## config.mk

```make
export PLATFORM = sky130hd
export DESIGN_NAME = odt_sync_engine
export DESIGN_NICKNAME = d
export VERILOG_FILES = /design/src/rtl/odt_sync_engine.sv
export SDC_FILE = /design/constraint.sdc
export NUM_CORES = 1
export LEC_CHECK = 0
export BUFFER_PORTS_ARGS = -buffer_cell sky130_fd_sc_hd__clkbuf_2
export CAP_MARGIN = 20
export CORE_MARGIN = 2
export CORE_UTILIZATION = 58
export DETAILED_ROUTE_END_ITERATION = 8
export MAX_ROUTING_LAYER = met4
export PLACE_DENSITY = 0.85
export REMOVE_ABC_BUFFERS = 1
export SYNTH_ARGS = -nofsm -noshare
export SYNTH_HDL_FRONTEND = slang
export SYNTH_SLANG_ARGS = --single-unit
export TNS_END_PERCENT = 30
```

## constraint.sdc

```tcl
create_clock -name clk -period 12.2 [get_ports clk]
set_input_delay 3.66 -clock clk [delete_from_list [all_inputs] [get_ports clk]]
set_output_delay 3.66 -clock clk [all_outputs]
set_load 0.02 [all_outputs]
```

## src/rtl/odt_sync_engine.sv

```systemverilog
module odt_sync_engine #(
  parameter int DEPTH      = 32,
  parameter int SHORT_HOLD = 4,
  parameter int LONG_HOLD  = 6,
  parameter int CWL_MIN    = 5,
  parameter int CWL_MAX    = 12
) (
  input  logic       clk,
  input  logic       rst_n,
  input  logic       odt_in,
  input  logic       wr_cmd,
  input  logic       wr_bl8,
  input  logic [3:0] cwl,
  input  logic [3:0] cl,
  input  logic [1:0] al_code,
  input  logic       dll_locked,
  input  logic       cke,
  input  logic       pd_is_active,
  input  logic       dll_pd_keep,
  input  logic       rtt_nom_en,
  input  logic       rtt_wr_en,
  output logic       term_en,
  output logic       sync_mode,
  output logic       hold_viol,
  output logic       cfg_err
);
  localparam int IW = $clog2(DEPTH);
  localparam int HW = $clog2(LONG_HOLD + 1);

  logic [DEPTH-1:0] pipe;
  logic [4:0]       al_val;
  logic [5:0]       lat_sum;
  logic [5:0]       lat_m2;
  logic [IW-1:0]    tap_idx;
  logic [HW-1:0]    rem;
  logic             odt_q;

  always_comb begin
    case (al_code)
      2'b01:   al_val = (cl != 4'd0) ? {1'b0, cl} - 5'd1 : 5'd0;
      2'b10:   al_val = (cl > 4'd1)  ? {1'b0, cl} - 5'd2 : 5'd0;
      default: al_val = 5'd0;
    endcase
  end

  assign lat_sum = {2'b00, cwl} + {1'b0, al_val};
  assign lat_m2  = lat_sum - 6'd2;

  always_comb begin
    if (lat_sum < 6'd2)                 tap_idx = '0;
    else if (lat_m2 > 6'(DEPTH - 1))    tap_idx = IW'(DEPTH - 1);
    else                                tap_idx = lat_m2[IW-1:0];
  end

  assign cfg_err   = (al_code == 2'b11) | (cwl < 4'(CWL_MIN)) | (cwl > 4'(CWL_MAX));
  assign sync_mode = dll_locked & (rtt_nom_en | rtt_wr_en) & (cke | pd_is_active | dll_pd_keep);
  assign odt_q     = pipe[0];
  assign term_en   = sync_mode & pipe[tap_idx];

  always_ff @(posedge clk or negedge rst_n) begin
    if (!rst_n) pipe <= '0;
    else        pipe <= {pipe[DEPTH-2:0], odt_in};
  end

  always_ff @(posedge clk or negedge rst_n) begin
    if (!rst_n) begin
      rem       <= '0;
      hold_viol <= 1'b0;
    end else begin
      hold_viol <= sync_mode & odt_q & ~odt_in & (rem != '0);
      if (!odt_in)      rem <= '0;
      else if (wr_cmd)  rem <= wr_bl8 ? HW'(LONG_HOLD - 1) : HW'(SHORT_HOLD - 1);
      else if (!odt_q)  rem <= HW'(SHORT_HOLD - 1);
      else if (rem != '0) rem <= rem - 1'b1;
    end
  end

  AST_VIOL_ONE_CYCLE: assert property (@(posedge clk) disable iff (!rst_n)
    hold_viol |=> !hold_viol);
  AST_VIOL_AFTER_LOW: assert property (@(posedge clk) disable iff (!rst_n)
    hold_viol |-> !odt_q);
  AST_RISE_ARMS_HOLD: assert property (@(posedge clk) disable iff (!rst_n)
    $rose(odt_q) |-> rem != '0);
  AST_WRITE_ARMS_HOLD: assert property (@(posedge clk) disable iff (!rst_n)
    (wr_cmd && odt_in) |=> rem >= HW'(SHORT_HOLD - 1));
  AST_TERM_FOLLOWS_PIPE: assert property (@(posedge clk) disable iff (!rst_n)
    ($rose(term_en) && $past(sync_mode) && $stable(tap_idx) && tap_idx != '0)
      |-> $past(pipe[tap_idx - 1'b1]));
  AST_RESET_QUIET: assert property (@(posedge clk)
    !rst_n |-> (!term_en && !hold_viol));
endmodule

```

== Word-level counts from Yosys, hierarchy flattened ==
Index checks and enable logic that the tools add are counted.
Storage, ports and cells
  register bits after elaboration: 36
  bits in latches: 0
  RAM bits: 0
  bits in read-only memories: 0
  input bits: 21
  output and inout bits: 4
  word-level logic and storage cells: 44
  memories: 0
Operators by class
  $add $sub $neg: 5
  multipliers: 0
  divide/modulo/power cells: 0
  order comparisons: 6
  eq/ne operators: 4
  shift operators: 0
  mux-type cells: 12
  bitwise operators: 12
  reductions and logical operators: 2
Operator list (count)
  $mux 5: 4
  $mux 3: 5
  $pmux 5 s2: 1
  $add 4x5->6: 1
  $and 1x1->1: 6
  $gt 6x5->1 const B: 1
  $lt 5x6->1 const B: 1
  $lt 6x2->1 const B: 1
  $sub 6x2->6 const B: 1
  $bmux 1 s5: 1
  $or 1x1->1: 5
  $sub 4x1->5 const B: 1
  $sub 4x2->5 const B: 1
  $eq 2x2->1 const B: 2
  $gt 4x1->1 const B: 1
  $gt 4x4->1 const B: 1
  $lt 4x3->1 const B: 1
  $ne 4x3->1 const B: 1
  $reduce_bool 4->1: 1
  $reduce_bool 3->1: 1
  $sub 3x1->3 const B: 1
  $eq 2x1->1 const B: 1
  $mux 1: 1
  $not 1->1: 1

== Longest topological paths before layout ==
Gate-level depths: netlist of the first run.
  depth after elaboration: 11
  mapped depth: 22
  depth with buffers taken out: 19

== Worst setup path after synthesis of the first run ==
No wires, ideal clock.
  path type: input to output
  start point: input cl[1]
  end point: output term_en
  arrival: 7588 ps
  data required time: 8540 ps
  path slack: 952 ps
  cell stages on the path: 21
  buffers on the path: 3
  path through: inv_1 > ha_1 > ha_1 > nand2_1 > o211ai_1 > o21ai_0 > nor2_1 > a211oi_1 > fa_1 > buf_4 > inv_1 > ha_1 > clkbuf_1 > o211ai_1 > nand2b_2 > and3_1 > buf_6 > o2bb2ai_1 > a2111oi_2 > o311ai_1 > a21oi_1
Between the ends
  word-level cells in the longest chain between the ends: 11
  elaborated cells on any way between the ends: 16
  those cells by class: add/sub (4); order compare (3); mux (7); bitwise (1); reduce/logical (1)
RTL lines
  start, declared: line 14  | input logic [3:0] cl,
  $sub 4x2->5, or another cell as far along: line 41  | 2'b10: al_val = (cl > 4'd1) ? {1'b0, cl} - 5'd2 : 5'd0;
  $mux 5 (on tied branches): line 41, 40
  $pmux 5 s2 *: line 39  | case (al_code)
  $add 4x5->6 *: line 46  | assign lat_sum = {2'b00, cwl} + {1'b0, al_val};
  $sub 6x2->6: line 47  | assign lat_m2 = lat_sum - 6'd2;
  $gt 6x5->1: line 51  | else if (lat_m2 > 6'(DEPTH - 1)) tap_idx = IW'(DEPTH - 1);
  $mux 5: line 51
  $mux 5 *: line 50  | if (lat_sum < 6'd2) tap_idx = '0;
  $bmux 1 s5 *: line 58  | assign term_en = sync_mode & pipe[tap_idx];
  $mux 1 (not written as such) *: line 58
  $and 1x1->1 *: line 58
  end, declared: line 22  | output logic term_en,
Every way passes the cells marked *; elsewhere a longest branch is shown, timed or not. The select of a mux whose other input is x is not followed.

== Worst setup path in the final report of the first run ==
Ends and elaborated chain as after synthesis.

==> results of run 1 <==
## layer usage
layer | vias to the layer above | global-route usage (%) | share of wire [%]
li1 | 858 | - | -
met2 | 59 | 35.1 | 47
met1 | 878 | 36.5 | 47
met5 | - | - | 0
met4 | 0 | 9.57 | 1.5
met3 | 6 | 6.25 | 5.3
## worst paths after layout
| check | start | to | cells past startpoint |
|---|---|---|---|
| max | cl[1] | term_en | 21 |
| min | pipe[27] | pipe[28] | 0 |
| max reg2reg | rem[0] | rem[1] | 6 |
| min reg2reg | pipe[27] | pipe[28] | 0 |
| max in group asynchronous | rst_n | pipe[22] | 1 |
| min in group asynchronous | rst_n | pipe[8] | 1 |
## power breakdown
part	internal [W]	switching [W]
logic	0.0000354	0.0000540
clock network	0.0000459	0.0000434
registers	0.000126	0.00000379
## critical path: cells and delay by family
family | cells | cell delay [ns]
simple gates | 5 | 0.73
fa+ha+maj | 5 | 1.68
buf+inv | 4 | 0.59
compound gates | 7 | 1.37
## repair_timing
item                                    CTS  global route
gates resized for setup                   0             2
endpoints found under the setup margin    0             1
hold buffers                              0             0
## cell type report
cell class	count	area [um^2]
Tap cell	48	60.1
Fill cell	277	1220
Clock inverter	1	7.51
Sequential cell	36	901
Multi-Input combinational cell	155	1130
Inverter	20	75.1
Timing Repair Buffer	24	120
Clock buffer	7	86.3
## Yosys cell counts, drive strengths merged (4+ instances only)
master  count
nor2       20
o211ai      4
inv        20
a211oi      5
o21ai      11
buf         4
dfrtp      36
nor2b       4
nand2      14
xnor2       5
nand2b      4
nand4       5
ha         13
a21oi       7
## cell families (layout without fill, tap and decap cells)
group,Yosys count,after routing
compound gates,64,64
xor+xnor,6,6
fa+ha+maj,14,14
buf+inv,26,52
flops,36,36
mux,4,4
simple gates,67,67
## through the flow
stage | setup slack (ns) | cells
3_3_place_gp | 0.545 | 283
4_1_cts | 0.367 | 291
5_1_grt | 0.0492 | 291
3_5_place_dp | 0.392 | 283
6_report | 0.491 | 291
2_1_floorplan | 1.04 | 211
## registers in the layout, indices dropped and copies added, names as in the netlist
register and flops:
hold_viol 1, pipe 32, rem 3
==> out/metrics.cfg, run 1 <==
[clocking]
clock_sinks=36
postCtsSetupRepairBufs=0
path_clk_slew_ns=0.07
cts_buffers=5
clock-root-buffer=clkbuf_8
insertion_delay_ns=0.30
cts_tree=yes
htreeDepth=2
clk_path_buf_depth=2

[synthesis]
synth_top_family_by_area=compound AO/OA/AOI/OAI gates
synthDominantCellAreaShare_pct=42.0
synth_adder_area_share_pct=8.52
synth_cells=217
ys_seq_elements=36
synthSimpleGateAreaFrac_pct=17.0
synth_warnings=0
ys_seq_area_share_pct=42.0
synth-xor-area-share_pct=2.45
synth_compound_area_share_pct=22.4
ys_top_cells_by_area=dfrtp_1, ha_1, inv_1
synthMuxAreaShare_pct=1.98
syn_area_per_cell_um2=9.88
synth_edf_count=0
ys.flop_type=dfrtp_1
synth_area_mm2=0.00214
ys_types=62
async_flop_share_pct=100
synth_top_area_cell=dfrtp_1

[worst_setup_path]
critPathMaxFanout=10
path_class=in2out
worstPathRequired_ns=8.54
start_kind=primary input
crit_top_cell=ha_1
cp_slowest_cell=fa_1
slowest_delay_ns=0.74
critPathArrivalTime_ns=8.05
crit_chain=clkbuf_2 -> inv_1 -> ha_1 -> ha_1 -> nand2_1 -> o211ai_1 -> nor2_1 -> a31oi_1 -> nor2_1 -> ha_1 -> fa_1 -> inv_1 -> ha_2 -> o211ai_1 -> nand2b_2 -> and3_1 -> o21ai_1 -> a2111oi_0 -> o221ai_1 -> a21oi_1 -> clkbuf_2
r2r_slack_ns=10.91
end_kind=primary output

[final_layout]
fin_util_pct=66.0
final_layout_size_suffix_gt1_share_pct=18.5
syn_to_final_growth_pct=11.1
final_common_cell=dfrtp_1
layout_common_cells=dfrtp_1, clkbuf_2, inv_1, nor2_1, nand2_1
nets=277
stdcell_area_mm2=0.00238
antenna_cells=0

[power_and_ir_drop]
power-per-cell-area_mw_per_mm2=129
power_w=0.000308
peakVddDrop_uv=84.4
power.leakage_nw=1.05

[placement]
gp_congestion=0.997
dp_hpwl_mm=3.38
numPortBuffers=24
placed_area_mm2=0.00228

[global_route]
grt_max_degree=37
antenna_found_initial=0
grt_pass1_vias=1659
grt_pass1_wl_mm=7.86
track_usage_pct=25.4
grt_overflow=0

[die]
rows=22
start_util_pct=59.4
core_area_mm2=0.00361
die-area_mm2=0.00420
pin_count=25
die_h_um=64.8
die_w_um=64.8

[sta]
fin_crit_sh_pct=96.0
maxSlewHeadroom_pct=45.8
fin_skew_ns=0.00858
fmax_mhz=85.4
slew_viol_final=0
worst_pin_slew_ns=0.812
setup_viol=0
hold_violations=0
fin_tns_setup_ns=0
rsz0062_at_grt=false
whs_ns=0.375
period_minus_slack_ns=11.71

[route]
ant_nets=0
wire_per_inst_um=15.6
via_per_inst=6.19
drt_iter0_drc=210
drt_first_pass_iters=4
num_vias=1801
drc=0
drt-total-wl_mm=4.55

[hold_path]
hold_path.class=reg2reg

[flow_run]
maxCapViolCount=0

[status]
status=complete, no violations

(Power assumes the default switching activity.)
==> run 2, diff against run 1 <==
--- a/config.mk
+++ b/config.mk
@@ -7,8 +7,10 @@
 export LEC_CHECK = 0
 export BUFFER_PORTS_ARGS = -buffer_cell sky130_fd_sc_hd__clkbuf_2
 export CAP_MARGIN = 20
+export CELL_PAD_IN_SITES_DETAIL_PLACEMENT = 2
+export CELL_PAD_IN_SITES_GLOBAL_PLACEMENT = 2
 export CORE_MARGIN = 2
-export CORE_UTILIZATION = 58
+export CORE_UTILIZATION = 37
 export DETAILED_ROUTE_END_ITERATION = 8
 export MAX_ROUTING_LAYER = met4
 export PLACE_DENSITY = 0.85
==> run 2 against run 1 <==
Net effect: sequential cell count unchanged; via count increased by 1.4%; clock skew decreased by 0.0019 ns; non-clock buffer count increased by 2; die area increased by 53%; register-to-register slack about the same; final area increased by 1.3%; final cell count increased by 8.6%; clock power decreased by 13%; first-iteration DRC count decreased by 68%.
==> out/metrics.cfg, run 2 (synthesis results as in run 1) <==
[status]
status=complete, no violations

[power_and_ir_drop]
power-per-cell-area_mw_per_mm2=126  ; -2.4%
power.leakage_nw=1.06  ; +0.54%
peakVddDrop_uv=106  ; +25%

[global_route]
grt_max_degree=37  ; unchanged
grt_overflow=0  ; unchanged
antenna_found_initial=0  ; unchanged
track_usage_pct=21.1  ; -4.3 points
grt_pass1_wl_mm=10.1  ; +29%
grt_pass1_vias=2021  ; +22%

[route]
via_per_inst=5.78  ; -6.6%
drc=0  ; unchanged
wire_per_inst_um=18.6  ; +19%
ant_nets=0  ; unchanged
num_vias=1826  ; +1.4%
drt_first_pass_iters=4  ; unchanged
drt_iter0_drc=68  ; -68%
drt-total-wl_mm=5.87  ; +29%

[final_layout]
antenna_cells=0  ; unchanged
top_regs=pipe: 32 flops, rem: 3 flops, hold_viol: 1 flops
layout_common_cells=dfrtp_1, clkbuf_2, inv_1, nor2_1, nand2_1
final_layout_size_suffix_gt1_share_pct=18.9  ; +0.33 points
syn_to_final_growth_pct=12.5
nFillCells=614  ; +120%
largest_register_ffs=32  ; unchanged
regMostFlops=pipe
final_common_cell=dfrtp_1
nets=279  ; +0.72%

[hold_path]
hold_path_end=pipe[21]
hold_path.startpoint=pipe[20]
hold_depth=0  ; unchanged
hold_path.class=reg2reg

[worst_setup_path]
worstPathRequired_ns=8.54  ; about the same
r2r_slack_ns=10.92  ; about the same
ff2ff_path_depth=6  ; unchanged
path_class=in2out
end_kind=primary output
start_kind=primary input
timing.rr.start=rem[0]
r2r-end=rem[1]
critPathMaxFanout=10  ; unchanged
critPathArrivalTime_ns=8.08  ; +0.03 ns

[clocking]
clk_path_buf_depth=2  ; unchanged
cts_buffers=5  ; unchanged
clock_sinks=36  ; unchanged
insertion_delay_ns=0.29  ; about the same
cts_tree=yes
clock-root-buffer=clkbuf_8
ctsHoldBuffers=0  ; unchanged
path_clk_slew_ns=0.06  ; about the same
htreeDepth=2  ; unchanged

[sta]
hold_violations=0  ; unchanged
whs_ns=0.370  ; -0.00509 ns
fin_skew_ns=0.00668  ; -0.00190 ns
slew_viol_final=0  ; unchanged
fin_crit_sh_pct=96.2  ; +0.27 points
maxSlewHeadroom_pct=43.2  ; -2.6 points
rsz0062_at_grt=false
fmax_mhz=85.2  ; -0.28%
worst_pin_slew_ns=0.852  ; +0.0393 ns
fin_tns_setup_ns=0  ; unchanged
setup_viol=0  ; unchanged
period_minus_slack_ns=11.74  ; +0.0332 ns

[die]
start_util_pct=38.7  ; -21 points
core_area_mm2=0.00554  ; +54%
die_w_um=80.1  ; +24%
die-area_mm2=0.00642  ; +53%
rows=27  ; +23%
pin_count=25  ; unchanged
die_h_um=80.1  ; +24%

[placement]
dp_hpwl_mm=4.62  ; +36%
numPortBuffers=24  ; unchanged
gp_congestion=0.900  ; -9.8%

[flow_run]
maxCapViolCount=0  ; unchanged

-- run 2: changes by cell type in the layout (fill, tap and decap cells not counted) --
cell	delta
a2111oi_0	-1
a2111oi_1	+1
buf_4	+2
clkbuf_8	-1
clkinv_2	+1
clkinvlp_4	-1
-- run 2: critical path, cell delays in order --
cell and delay, ns:
clkbuf_2 0.13, inv_1 0.10, ha_1 0.19, ha_1 0.28, nand2_1 0.08, o211ai_1 0.18
nor2_1 0.07, a31oi_1 0.16, nor2_1 0.06, ha_1 0.22, fa_1 0.46, inv_1 0.19
ha_2 0.32, nand4_1 0.16, o2111ai_2 0.15, and3_1 0.40, o21ai_1 0.16, a2111oi_0 0.50
o221ai_1 0.21, a21oi_1 0.20, clkbuf_2 0.20
-- run 2: metrics by stage --
| stage | cell area [um^2] | total power, W | worst slack, ns | utilization (%) | std cells |
|---|---|---|---|---|---|
| 2_1_floorplan | 2100 | 0.000194 | 1.04 | - | 211 |
| 3_3_place_gp | 2320 | 0.000223 | 0.581 | 42.0 | 309 |
| 3_5_place_dp | 2320 | 0.000227 | 0.345 | 42.0 | 309 |
| 4_1_cts | 2400 | 0.000306 | 0.295 | 43.4 | 316 |
| 5_1_grt | 2410 | 0.000323 | 0.0430 | 43.5 | 316 |
| 6_report | 2410 | 0.000305 | 0.458 | 43.5 | 316 |
-- run 2: worst max-delay path by stage --
stage / startpoint / to / depth (start not counted)
5_1_grt: cl[1] / term_en / 21
4_1_cts: cl[1] / term_en / 20
3_5_place_dp: cl[1] / term_en / 20
6_report: cl[1] / term_en / 21
3_3_place_gp: cl[1] / term_en / 20
2_1_floorplan: cl[1] / term_en / 18
-- run 2: cell type report --
| type | count | area (um^2) | share of cell area (%) |
|---|---|---|---|
| multi-input combinational | 155 | 1130 | 47.0 |
| sequential | 36 | 901 | 37.4 |
| timing repair buffer | 26 | 135 | 5.60 |
| tap | 72 | 90.1 | 3.74 |
| inverter | 20 | 75.1 | 3.11 |
| clock buffer | 6 | 72.6 | 3.01 |
| clock inverter | 1 | 5.00 | 0.208 |
-- run 2: power by group --
group	total, W	leakage [nW]	switching [W]	internal (W)
clock network	0.0000774	0.0410	0.0000387	0.0000387
logic	0.0000976	0.590	0.0000608	0.0000367
registers	0.000130	0.424	0.00000384	0.000126
-- run 2: layer usage --
layer,vias up,track usage (%),wire (um)
met4,0,4.07,58
met2,14,35.5,2920
li1,862,-,-
met1,945,26.9,2770
met5,-,-,0
met3,5,4.04,126
-- run 2: repair_timing --
action / CTS / global route
setup endpoints to repair: 0 / 1
buffers inserted: 0 / 0
resized for setup: 0 / 3
==> run 3, diff against run 2 <==
--- a/config.mk
+++ b/config.mk
@@ -5,7 +5,7 @@
 export SDC_FILE = /design/constraint.sdc
 export NUM_CORES = 1
 export LEC_CHECK = 0
-export BUFFER_PORTS_ARGS = -buffer_cell sky130_fd_sc_hd__clkbuf_2
+export BUFFER_PORTS_ARGS = -buffer_cell sky130_fd_sc_hd__buf_2
 export CAP_MARGIN = 20
 export CELL_PAD_IN_SITES_DETAIL_PLACEMENT = 2
 export CELL_PAD_IN_SITES_GLOBAL_PLACEMENT = 2
==> run 3 against run 2 <==
Net effect: sequential share of layout area increased by 0.18 points; combinational power increased by 2.3%; fmax decreased by 0.27%; largest cell class unchanged.
==> out/metrics.cfg, run 3 (synthesis results as in run 1) <==
[status]
status=complete, no violations

[clocking]
path_clk_slew_ns=0.06  ; about the same
cts_tree=yes
clock_sinks=36  ; unchanged
insertion_delay_ns=0.28  ; about the same
clock-root-buffer=clkbuf_8
cts_buffers=5  ; unchanged
postCtsSetupRepairBufs=0  ; unchanged
clk_path_buf_depth=2  ; unchanged
htreeDepth=2  ; unchanged

[power_and_ir_drop]
power_w=0.000303  ; -0.58%
peakVddDrop_uv=87.7  ; -17%
power.internal_w=0.000200  ; -0.75%
power.leakage_nw=1.05  ; -0.86%
power_switching_w=0.000103  ; -0.23%
p_seq_share_pct=42.9  ; +0.4 points
combPwrFrac_pct=33.0  ; +1.0 points
pwr-share-clk_pct=24.1  ; -1.3 points
power-per-cell-area_mw_per_mm2=126  ; -0.11%
switching_share_pct=34.1  ; +0.12 points

[placement]
dp_hpwl_mm=4.97  ; +7.6%
numPortBuffers=24  ; unchanged
gp_congestion=0.884  ; -1.7%
post-place-ws_ns=0.322  ; -0.0233 ns

[sta]
fmax_mhz=84.9  ; -0.27%
rsz0062_at_grt=false
setup_viol=0  ; unchanged
period_minus_slack_ns=11.77  ; +0.0320 ns
fin_skew_ns=0.00440  ; -0.00228 ns
whs_ns=0.375  ; +0.00556 ns
fin_tns_setup_ns=0  ; unchanged
slew_viol_final=0  ; unchanged
maxSlewHeadroom_pct=48.3  ; +5.1 points
fin_crit_sh_pct=96.5  ; +0.26 points
finalWorstSetupSlack_ns=0.426  ; -0.0320 ns
hold_violations=0  ; unchanged
worst_pin_slew_ns=0.776  ; -0.0759 ns

[route]
drc=0  ; unchanged
via_per_inst=5.82  ; +0.75%
num_vias=1828  ; +0.11%
drt_iter0_drc=104  ; +53%
ant_nets=0  ; unchanged
wire_per_inst_um=20.3  ; +9.4%
drt_first_pass_iters=4  ; unchanged
drt-total-wl_mm=6.38  ; +8.7%

[global_route]
grt_max_degree=37  ; unchanged
grt_overflow=0  ; unchanged
track_usage_pct=21.6  ; +0.51 points
grt_pass1_wl_mm=10.3  ; +1.6%
grt_pass1_vias=1971  ; -2.5%
antenna_found_initial=0  ; unchanged

[final_layout]
final_layout_size_suffix_gt1_share_pct=18.6  ; -0.26 points
largest_register_ffs=32  ; unchanged
layout_common_cells=dfrtp_1, buf_2, inv_1, nor2_1, nand2_1
final_common_cell=dfrtp_1
nets=279  ; unchanged
syn_to_final_growth_pct=12.0
antenna_cells=0  ; unchanged
fin_util_pct=43.3  ; -0.20 points
top_regs=pipe: 32 flops, rem: 3 flops, hold_viol: 1 flops
nFillCells=635  ; +3.4%
multi_input_area_mm2=0.00113  ; -0.22%
regMostFlops=pipe
register_area_um2=901  ; unchanged

[die]
die_w_um=80.1  ; unchanged
die_h_um=80.1  ; unchanged
pin_count=25  ; unchanged
die-area_mm2=0.00642  ; unchanged
core_area_mm2=0.00554  ; unchanged
rows=27  ; unchanged
start_util_pct=38.7  ; unchanged

[worst_setup_path]
critPathArrivalTime_ns=8.11  ; +0.03 ns
worstPathRequired_ns=8.54  ; about the same
critPathMaxFanout=10  ; unchanged
start_kind=primary input
path_class=in2out
ff2ff_path_depth=6  ; unchanged
end_kind=primary output

[flow_run]
maxCapViolCount=0  ; unchanged

[hold_path]
hold_path.class=reg2reg
hold_depth=0  ; unchanged

## run 3: area by class of cell
class | count | area share (%)
Clock buffer | 5 | 2.87
Sequential cell | 36 | 37.5
Inverter | 20 | 3.13
Tap cell | 72 | 3.75
Multi-Input combinational cell | 155 | 47.1
Timing Repair Buffer | 26 | 5.63
## run 3: routing by layer
| layer | part of all wire [%] | global-route usage [%] | vias to the layer above |
|---|---|---|---|
| met5 | 0 | - | - |
| met3 | 2.0 | 3.71 | 12 |
| met2 | 51 | 35.7 | 21 |
| met4 | 1.6 | 5.93 | 0 |
| li1 | - | - | 860 |
| met1 | 45 | 27.7 | 935 |
## run 3: worst paths after layout
path                          start       end  slack [ns]
max                           cl[1]   term_en        0.43
min                        pipe[29]  pipe[30]        0.38
max reg2reg                  rem[0]    rem[1]       10.86
min reg2reg                pipe[29]  pipe[30]        0.38
max in group asynchronous     rst_n  pipe[26]        8.25
min in group asynchronous     rst_n   pipe[9]        3.45
## run 3: what timing repair did
action | CTS | global route
gates resized for setup | 0 | 4
setup endpoints to repair | 0 | 1
hold buffers | 0 | 0
hold endpoints to repair | 0 | 0
## run 3: critical path, cell delays in order
cell,delay [ns]
buf_2,0.14
inv_1,0.09
ha_1,0.23
ha_1,0.26
nand2_1,0.09
o211ai_1,0.15
o21ai_0,0.12
nor2_1,0.06
a211oi_1,0.41
fa_1,0.51
inv_1,0.19
ha_2,0.34
o211ai_1,0.14
nand2b_2,0.25
nand3_1,0.25
o21ai_0,0.26
a2111oi_1,0.38
o221ai_1,0.22
a21oi_1,0.18
buf_2,0.18
## run 3: power groups by stage
stage | clock (W) | combinational (W) | sequential [W]
after global routing | 0.0000811 | 0.000109 | 0.000131
final | 0.0000731 | 0.0000998 | 0.000130
after CTS | 0.0000757 | 0.0000977 | 0.000130
after global placement | 0 | 0.0000915 | 0.000131
after detailed placement | 0 | 0.0000960 | 0.000132
after floorplan | 0 | 0.0000640 | 0.000130
## run 3: stage by stage
| stage | instance area, um^2 | std cells |
|---|---|---|
| finish | 2400 | 314 |
| detailed placement | 2320 | 309 |
| global route | 2400 | 314 |
| CTS | 2390 | 314 |
| floorplan | 2100 | 211 |
| global placement | 2320 | 309 |
